===== config.mk =====
export PLATFORM = sky130hd
export DESIGN_NAME = sumdiff_synth
export DESIGN_NICKNAME = d
export VERILOG_FILES = /design/src/rtl/fx_pkg.sv /design/src/rtl/fx_edge_sync.sv /design/src/rtl/fx_gate_meas.sv /design/src/rtl/fx_tw_div.sv /design/src/rtl/fx_phase_acc.sv /design/src/rtl/sumdiff_synth.sv
export SDC_FILE = /design/constraint.sdc
export NUM_CORES = 1
export LEC_CHECK = 0
export ABC_AREA = 1
export BUFFER_PORTS_ARGS = -buffer_cell sky130_fd_sc_hd__buf_2
export CAP_MARGIN = 10
export CORE_MARGIN = 5
export CORE_UTILIZATION = 35
export DETAILED_ROUTE_END_ITERATION = 10
export PLACE_DENSITY = 0.47
export SYNTH_ARGS = -nofsm -noshare
export SYNTH_HDL_FRONTEND = slang
export SYNTH_HIERARCHICAL = 1
export SYNTH_SLANG_ARGS = --single-unit

===== constraint.sdc =====
create_clock -name clk -period 5.7 [get_ports clk]
set_clock_uncertainty 0.1 [all_clocks]
set_input_delay 0.57 -clock clk [delete_from_list [all_inputs] [get_ports clk]]
set_output_delay 0.57 -clock clk [all_outputs]
set_load 0.02 [all_outputs]

===== src/rtl/fx_pkg.sv =====
package fx_pkg;
  typedef enum logic {DIV_IDLE, DIV_RUN} div_state_t;
endpackage


===== src/rtl/fx_edge_sync.sv =====
module fx_edge_sync (
  input  logic clk,
  input  logic rst,
  input  logic din,
  output logic rise
);
  logic [2:0] stage;

  always_ff @(posedge clk) begin
    if (rst) stage <= '0;
    else     stage <= {stage[1:0], din};
  end

  // stage[1] is the synchronized level, stage[2] its previous value
  assign rise = stage[1] & ~stage[2];
endmodule


===== src/rtl/fx_gate_meas.sv =====
module fx_gate_meas #(
  parameter int GATE_CYCLES = 2_400_000,
  parameter int CNT_W       = 21
) (
  input  logic             clk,
  input  logic             rst,
  input  logic             rise_a,
  input  logic             rise_b,
  output logic             valid,
  output logic [CNT_W-1:0] cnt_out_a,
  output logic [CNT_W-1:0] cnt_out_b
);
  localparam int POS_W = $clog2(GATE_CYCLES);

  logic [POS_W-1:0] gate_pos;
  logic [CNT_W-1:0] run_a, run_b;
  logic             gate_end;

  assign gate_end = (gate_pos == POS_W'(GATE_CYCLES - 1));

  always_ff @(posedge clk) begin
    if (rst) begin
      gate_pos  <= '0;
      run_a     <= '0;
      run_b     <= '0;
      valid     <= 1'b0;
      cnt_out_a <= '0;
      cnt_out_b <= '0;
    end else begin
      valid <= gate_end;
      if (gate_end) begin
        gate_pos  <= '0;
        cnt_out_a <= run_a + CNT_W'(rise_a);
        cnt_out_b <= run_b + CNT_W'(rise_b);
        run_a     <= '0;
        run_b     <= '0;
      end else begin
        gate_pos <= gate_pos + 1'b1;
        run_a    <= run_a + CNT_W'(rise_a);
        run_b    <= run_b + CNT_W'(rise_b);
      end
    end
  end

  // a running count can never exceed the cycles elapsed in the window
  a_r3_count_bound: assert property (@(posedge clk) disable iff (rst)
    (32'(run_a) <= 32'(gate_pos)) && (32'(run_b) <= 32'(gate_pos)));

  // the capture strobe lasts a single cycle
  a_r2_one_cycle_strobe: assert property (@(posedge clk) disable iff (rst)
    valid |=> !valid);
endmodule


===== src/rtl/fx_tw_div.sv =====
module fx_tw_div #(
  parameter int IN_W  = 22,
  parameter int ACC_W = 24,
  parameter int DEN   = 2_400_000
) (
  input  logic             clk,
  input  logic             rst,
  input  logic             start,
  input  logic [IN_W-1:0]  count,
  output logic [ACC_W-1:0] tw,
  output logic             done
);
  import fx_pkg::*;

  localparam int NUM_W  = IN_W + ACC_W;
  localparam int DEN_W  = $clog2(DEN + 1);
  localparam int STEP_W = $clog2(NUM_W) + 1;
  localparam logic [DEN_W:0] DEN_V = (DEN_W + 1)'(DEN);
  localparam logic [ACC_W-1:0] TW_MAX = {1'b0, {(ACC_W-1){1'b1}}};

  // Saturate a full-width quotient to the largest word below Nyquist
  function automatic logic [ACC_W-1:0] sat_word(input logic [NUM_W-1:0] q);
    if (|q[NUM_W-1:ACC_W-1]) return TW_MAX;
    return q[ACC_W-1:0];
  endfunction

  div_state_t        state;
  logic [STEP_W-1:0] step;
  logic [NUM_W-1:0]  num, quo;
  logic [DEN_W-1:0]  rem;
  logic [DEN_W:0]    shifted, trial;
  logic              fits, last_step;

  assign shifted   = {rem, num[NUM_W-1]};
  assign fits      = (shifted >= DEN_V);
  assign trial     = fits ? (shifted - DEN_V) : shifted;
  assign last_step = (step == STEP_W'(NUM_W - 1));

  always_ff @(posedge clk) begin
    if (rst) begin
      state <= DIV_IDLE;
      step  <= '0;
      num   <= '0;
      quo   <= '0;
      rem   <= '0;
      tw    <= '0;
      done  <= 1'b0;
    end else begin
      done <= 1'b0;
      if (start) begin
        state <= DIV_RUN;
        step  <= '0;
        num   <= {count, {ACC_W{1'b0}}};
        quo   <= '0;
        rem   <= '0;
      end else if (state == DIV_RUN) begin
        rem  <= trial[DEN_W-1:0];
        num  <= num << 1;
        quo  <= {quo[NUM_W-2:0], fits};
        step <= step + 1'b1;
        if (last_step) begin
          state <= DIV_IDLE;
          done  <= 1'b1;
          tw    <= sat_word({quo[NUM_W-2:0], fits});
        end
      end
    end
  end

  // the word applied to the oscillator stays below Nyquist
  a_r7_below_nyquist: assert property (@(posedge clk) disable iff (rst)
    tw <= TW_MAX);

  // the word moves only together with the completion pulse
  a_r8_word_hold: assert property (@(posedge clk) disable iff (rst)
    !done |-> $stable(tw));
endmodule


===== src/rtl/fx_phase_acc.sv =====
module fx_phase_acc #(
  parameter int ACC_W = 24
) (
  input  logic             clk,
  input  logic             rst,
  input  logic [ACC_W-1:0] tw,
  output logic             wave
);
  logic [ACC_W-1:0] phase;

  always_ff @(posedge clk) begin
    if (rst) phase <= '0;
    else     phase <= phase + tw;
  end

  assign wave = phase[ACC_W-1];

  // a zero word freezes the phase and therefore the output level
  a_r6_zero_word_hold: assert property (@(posedge clk) disable iff (rst)
    (tw == '0) |=> $stable(phase));
endmodule


===== src/rtl/sumdiff_synth.sv =====
module sumdiff_synth #(
  parameter int CLK_HZ  = 24_000_000,
  parameter int GATE_HZ = 10,
  parameter int ACC_W   = 24,
  parameter int CNT_W   = $clog2(CLK_HZ / GATE_HZ / 2 + 1)
) (
  input  logic             clk,
  input  logic             rst,
  input  logic             in_a,
  input  logic             in_b,
  output logic             sum_out,
  output logic             diff_out,
  output logic             meas_valid,
  output logic [CNT_W-1:0] meas_a,
  output logic [CNT_W-1:0] meas_b
);
  localparam int GATE_CYCLES = CLK_HZ / GATE_HZ;
  localparam int SUM_W       = CNT_W + 1;

  function automatic logic [SUM_W-1:0] count_sum(input logic [CNT_W-1:0] x,
                                                 input logic [CNT_W-1:0] y);
    return SUM_W'(x) + SUM_W'(y);
  endfunction

  function automatic logic [SUM_W-1:0] count_gap(input logic [CNT_W-1:0] x,
                                                 input logic [CNT_W-1:0] y);
    return (x >= y) ? SUM_W'(x - y) : SUM_W'(y - x);
  endfunction

  logic             rise_a, rise_b;
  logic [SUM_W-1:0] total, gap;
  logic [ACC_W-1:0] tw_sum, tw_diff;
  logic             sum_done, diff_done;

  fx_edge_sync u_sync_a (.clk(clk), .rst(rst), .din(in_a), .rise(rise_a));
  fx_edge_sync u_sync_b (.clk(clk), .rst(rst), .din(in_b), .rise(rise_b));

  fx_gate_meas #(.GATE_CYCLES(GATE_CYCLES), .CNT_W(CNT_W)) u_meas (
    .clk(clk), .rst(rst), .rise_a(rise_a), .rise_b(rise_b),
    .valid(meas_valid), .cnt_out_a(meas_a), .cnt_out_b(meas_b)
  );

  assign total = count_sum(meas_a, meas_b);
  assign gap   = count_gap(meas_a, meas_b);

  fx_tw_div #(.IN_W(SUM_W), .ACC_W(ACC_W), .DEN(GATE_CYCLES)) u_div_sum (
    .clk(clk), .rst(rst), .start(meas_valid), .count(total),
    .tw(tw_sum), .done(sum_done)
  );

  fx_tw_div #(.IN_W(SUM_W), .ACC_W(ACC_W), .DEN(GATE_CYCLES)) u_div_diff (
    .clk(clk), .rst(rst), .start(meas_valid), .count(gap),
    .tw(tw_diff), .done(diff_done)
  );

  fx_phase_acc #(.ACC_W(ACC_W)) u_osc_sum (
    .clk(clk), .rst(rst), .tw(tw_sum), .wave(sum_out)
  );

  fx_phase_acc #(.ACC_W(ACC_W)) u_osc_diff (
    .clk(clk), .rst(rst), .tw(tw_diff), .wave(diff_out)
  );

  // both words are computed from the same capture and finish together
  a_r8_paired_update: assert property (@(posedge clk) disable iff (rst)
    sum_done == diff_done);

  // equal captured counts yield a zero difference word once it settles
  a_r5_equal_gap: assert property (@(posedge clk) disable iff (rst)
    (diff_done && (gap == '0)) |-> (tw_diff == '0));
endmodule


==> run summary <==
R2R setup slack = 2.70 ns
Sink Count = 403
Pwr dens = 228 nW/um^2
Worst r2r src = u_meas/cnt_out_a[9]$_SDFFE_PP0N_
Tot GR Track Use = 0.174
Sw frac = 0.218
Starting Density = 0.353
Maximum level of the CTS H-tree = 2
Pin count of the biggest net entering global routing = 86
Drt total wl = 66,200 um
First-pass GRT wire length = 108,000 um
RD Place Congestion = 0.899
Port bufs = 48
Status = finished clean
Clock root buffer = clkbuf_16
Antenna viol nets, final = 0
Hold path endpoint = u_sync_b/stage[0]$_SDFF_PP0_
Met2 Usage GRT = 0.290
Worst Setup Path Type = reg2reg
# diodes = 0
Initial DRC Count = 1,277
Sequential share of power = 0.462
Cells after Synth = 3,795
Overall power = 6.11 mW
Row count = 96
Fin area = 26,800 sq um
Cts repair resizes = 0
Cell leakage power = 12.9 nW
Drt pass-1 iters = 5
Die Span X = 273 um
Final setup fails = 0
M1 GR Usage = 0.242
Final TNS setup = 0 ns
Share of cells above drive strength 1 = 0.0732
Critical register-to-register path endpoint = u_div_diff/num[40]$_SDFFE_PP0P_
Grt total ovfl = 0
Die Span Y = 273 um
Clock power share = 0.526
FF-to-FF path depth = 15
CTS buffer count = 49
Final period utilization = 0.526
WL per Instance = 13.9 um
Cell breakdown of the critical path = inv_1, ha_1, nand2_4, nor2_2, nand2_1, nor2_2, nand2_2, nand4_4, inv_4, nand2_1, nand2_1, a22oi_1, o21ai_0, nand2_1, inv_1
Clock buffer depth = 3
Relative slew slack = 0.309
Layer with the highest usage = met2
Hold WC Path Type = in2reg
Number of fill cells in the layout = 7,573
Hold_sp = in_b
I/O pin total = 49
RSZ-0062 raised after global routing = no
Mapped Nets = 3,924
Routed via count = 22.0k
CP required = 6.08 ns
Kind of cell adding the most delay to the critical path = simple AND/OR/NAND/NOR gates
Vias per cell = 4.63
WP data arrival = 3.38 ns
Max cap viols = 0
Min Tclk post-route = 3.00 ns
CTS tree = built
Post-Place Cell Area = 25,100 sq um
Worst Path Max Fanout = 26
Slew at the pin with the worst max-slew slack = 1.03 ns
Max-slew violations = 0
Initial antenna violation count = 1
Post-Syn Area per Cell = 6.38 sq um
WP buf/inv = 3
DP Wirelength = 49,200 um
Clk_lat worst skew = 0.59 ns
Comb power frac = 0.012
Vias in the first global route = 20.9k
Final Hold Fails = 0
YS warnings = 6
Slowest cell delay on critical path = 0.62 ns
WHS Path Cells = 3
Worst-path clk slew = 0.06 ns
Post-CTS Setup Inserts = 0
DRC viols = 0
Slowest cell on crit path = ha_1
Setup crit start kind = register
Max Freq = 334 MHz
Area Growth Syn to Fin = 10.6%
Critical path endpoint category = register
Peak VDD IR = 0.216 mV
Most frequent CP cell = nand2_1
Post-Syn Area = 24,200 sq um
NetSw = 1.33 mW
P_int = 4.78 mW
Met3 usage = 0.0207
Core Region = 68,600 sq um
# hold bufs at CTS = 0
Post-layout net count = 3,918
Die Footprint = 74,500 sq um
-- through the flow --
| step | util | cells | setup WS, ns | hold WS [ns] |
|---|---|---|---|---|
| 2_1_floorplan | - | 3795 | 3.26 | 0.288 |
| 3_3_place_gp | 0.366 | 4668 | 2.69 | 0.291 |
| 3_5_place_dp | 0.366 | 4668 | 2.69 | 0.292 |
| 4_1_cts | 0.390 | 4755 | 2.67 | 0.0325 |
| 5_1_grt | 0.390 | 4756 | 2.44 | 0.0811 |
| 6_report | 0.390 | 4756 | 2.70 | 0.0812 |
-- power by group through the flow --
stage	Combinational, mW	Sequential (mW)	Clock (mW)
2_1_floorplan	0.0499	2.89	0
3_3_place_gp	0.0714	2.89	0
3_5_place_dp	0.0713	2.89	0
4_1_cts	0.0710	2.82	3.33
5_1_grt	0.0806	2.82	3.45
6_report	0.0716	2.82	3.21
-- how the worst max path moves through the flow --
| stage | from | to | cells after the start |
|---|---|---|---|
| 2_1_floorplan | u_meas/cnt_out_a[0]$_SDFFE_PP0N_ | u_div_diff/num[27]$_SDFFE_PP0P_ | 16 |
| 6_report | u_meas/cnt_out_a[9]$_SDFFE_PP0N_ | u_div_diff/num[40]$_SDFFE_PP0P_ | 15 |
| 3_3_place_gp | rst | u_div_sum/quo[0]$_SDFFE_PP0P_ | 7 |
| 5_1_grt | u_meas/cnt_out_a[9]$_SDFFE_PP0N_ | u_div_diff/num[40]$_SDFFE_PP0P_ | 15 |
| 4_1_cts | u_meas/cnt_out_a[9]$_SDFFE_PP0N_ | u_div_diff/num[40]$_SDFFE_PP0P_ | 15 |
| 3_5_place_dp | u_meas/cnt_out_a[9]$_SDFFE_PP0N_ | u_div_diff/num[40]$_SDFFE_PP0P_ | 15 |
-- worst register-to-register path: stages (launching register included) --
cell	delay, ns
dfxtp_1	0.41
inv_1	0.07
ha_1	0.62
nand2_4	0.11
nor2_2	0.26
nand2_1	0.14
nor2_2	0.11
nand2_2	0.07
nand4_4	0.29
inv_4	0.16
nand2_1	0.10
nand2_1	0.06
a22oi_1	0.18
o21ai_0	0.11
nand2_1	0.06
inv_1	0.03
-- layout make-up --
class	instances	area (sq um)	area share
Tap cell	931	1160	0.0435
Clock buffer	66	1390	0.0519
Clock inverter	21	280	0.0105
Timing Repair Buffer	62	365	0.0136
Multi-Input combinational cell	2690	13300	0.497
Sequential cell	403	8070	0.302
Inverter	583	2200	0.0820
-- flip-flops by register name, indices dropped and copies added, names as in the netlist, 21 cells and up --
register	count
u_div_diff/quo	45
u_div_sum/quo	45
u_div_diff/tw	24
u_div_sum/tw	24
u_osc_diff/phase	24
u_osc_sum/phase	24
u_div_diff/num	22
u_div_diff/rem	22
u_div_sum/num	22
u_div_sum/rem	22
u_meas/gate_pos	22
u_meas/cnt_out_a	21
u_meas/cnt_out_b	21
u_meas/run_a	21
u_meas/run_b	21
-- placed cells by master, fill, tap and decap left out, types with 9 or more instances in the layout --
master / instances
a21oi_1: 282
a21oi_2: 9
a22oi_1: 20
buf_2: 48
buf_4: 13
clkbuf_16: 49
clkbuf_8: 10
clkinv_2: 11
dfxtp_1: 400
ha_1: 120
inv_1: 561
inv_2: 17
nand2_1: 1180
nand2_2: 29
nand3_1: 223
nand3_2: 14
nand3b_1: 10
nand4_1: 29
nor2_1: 375
nor2_2: 30
nor2_4: 10
nor3_1: 29
o21ai_0: 191
o21bai_1: 17
xnor2_1: 11
xor2_1: 57
-- per-layer routing --
metal / vias up / share of wire
li1: 11900 / -
met1: 9847 / 0.50
met2: 256 / 0.45
met3: 81 / 0.031
met4: 0 / 0.021
met5: - / 0
(Power assumes the default switching activity.)
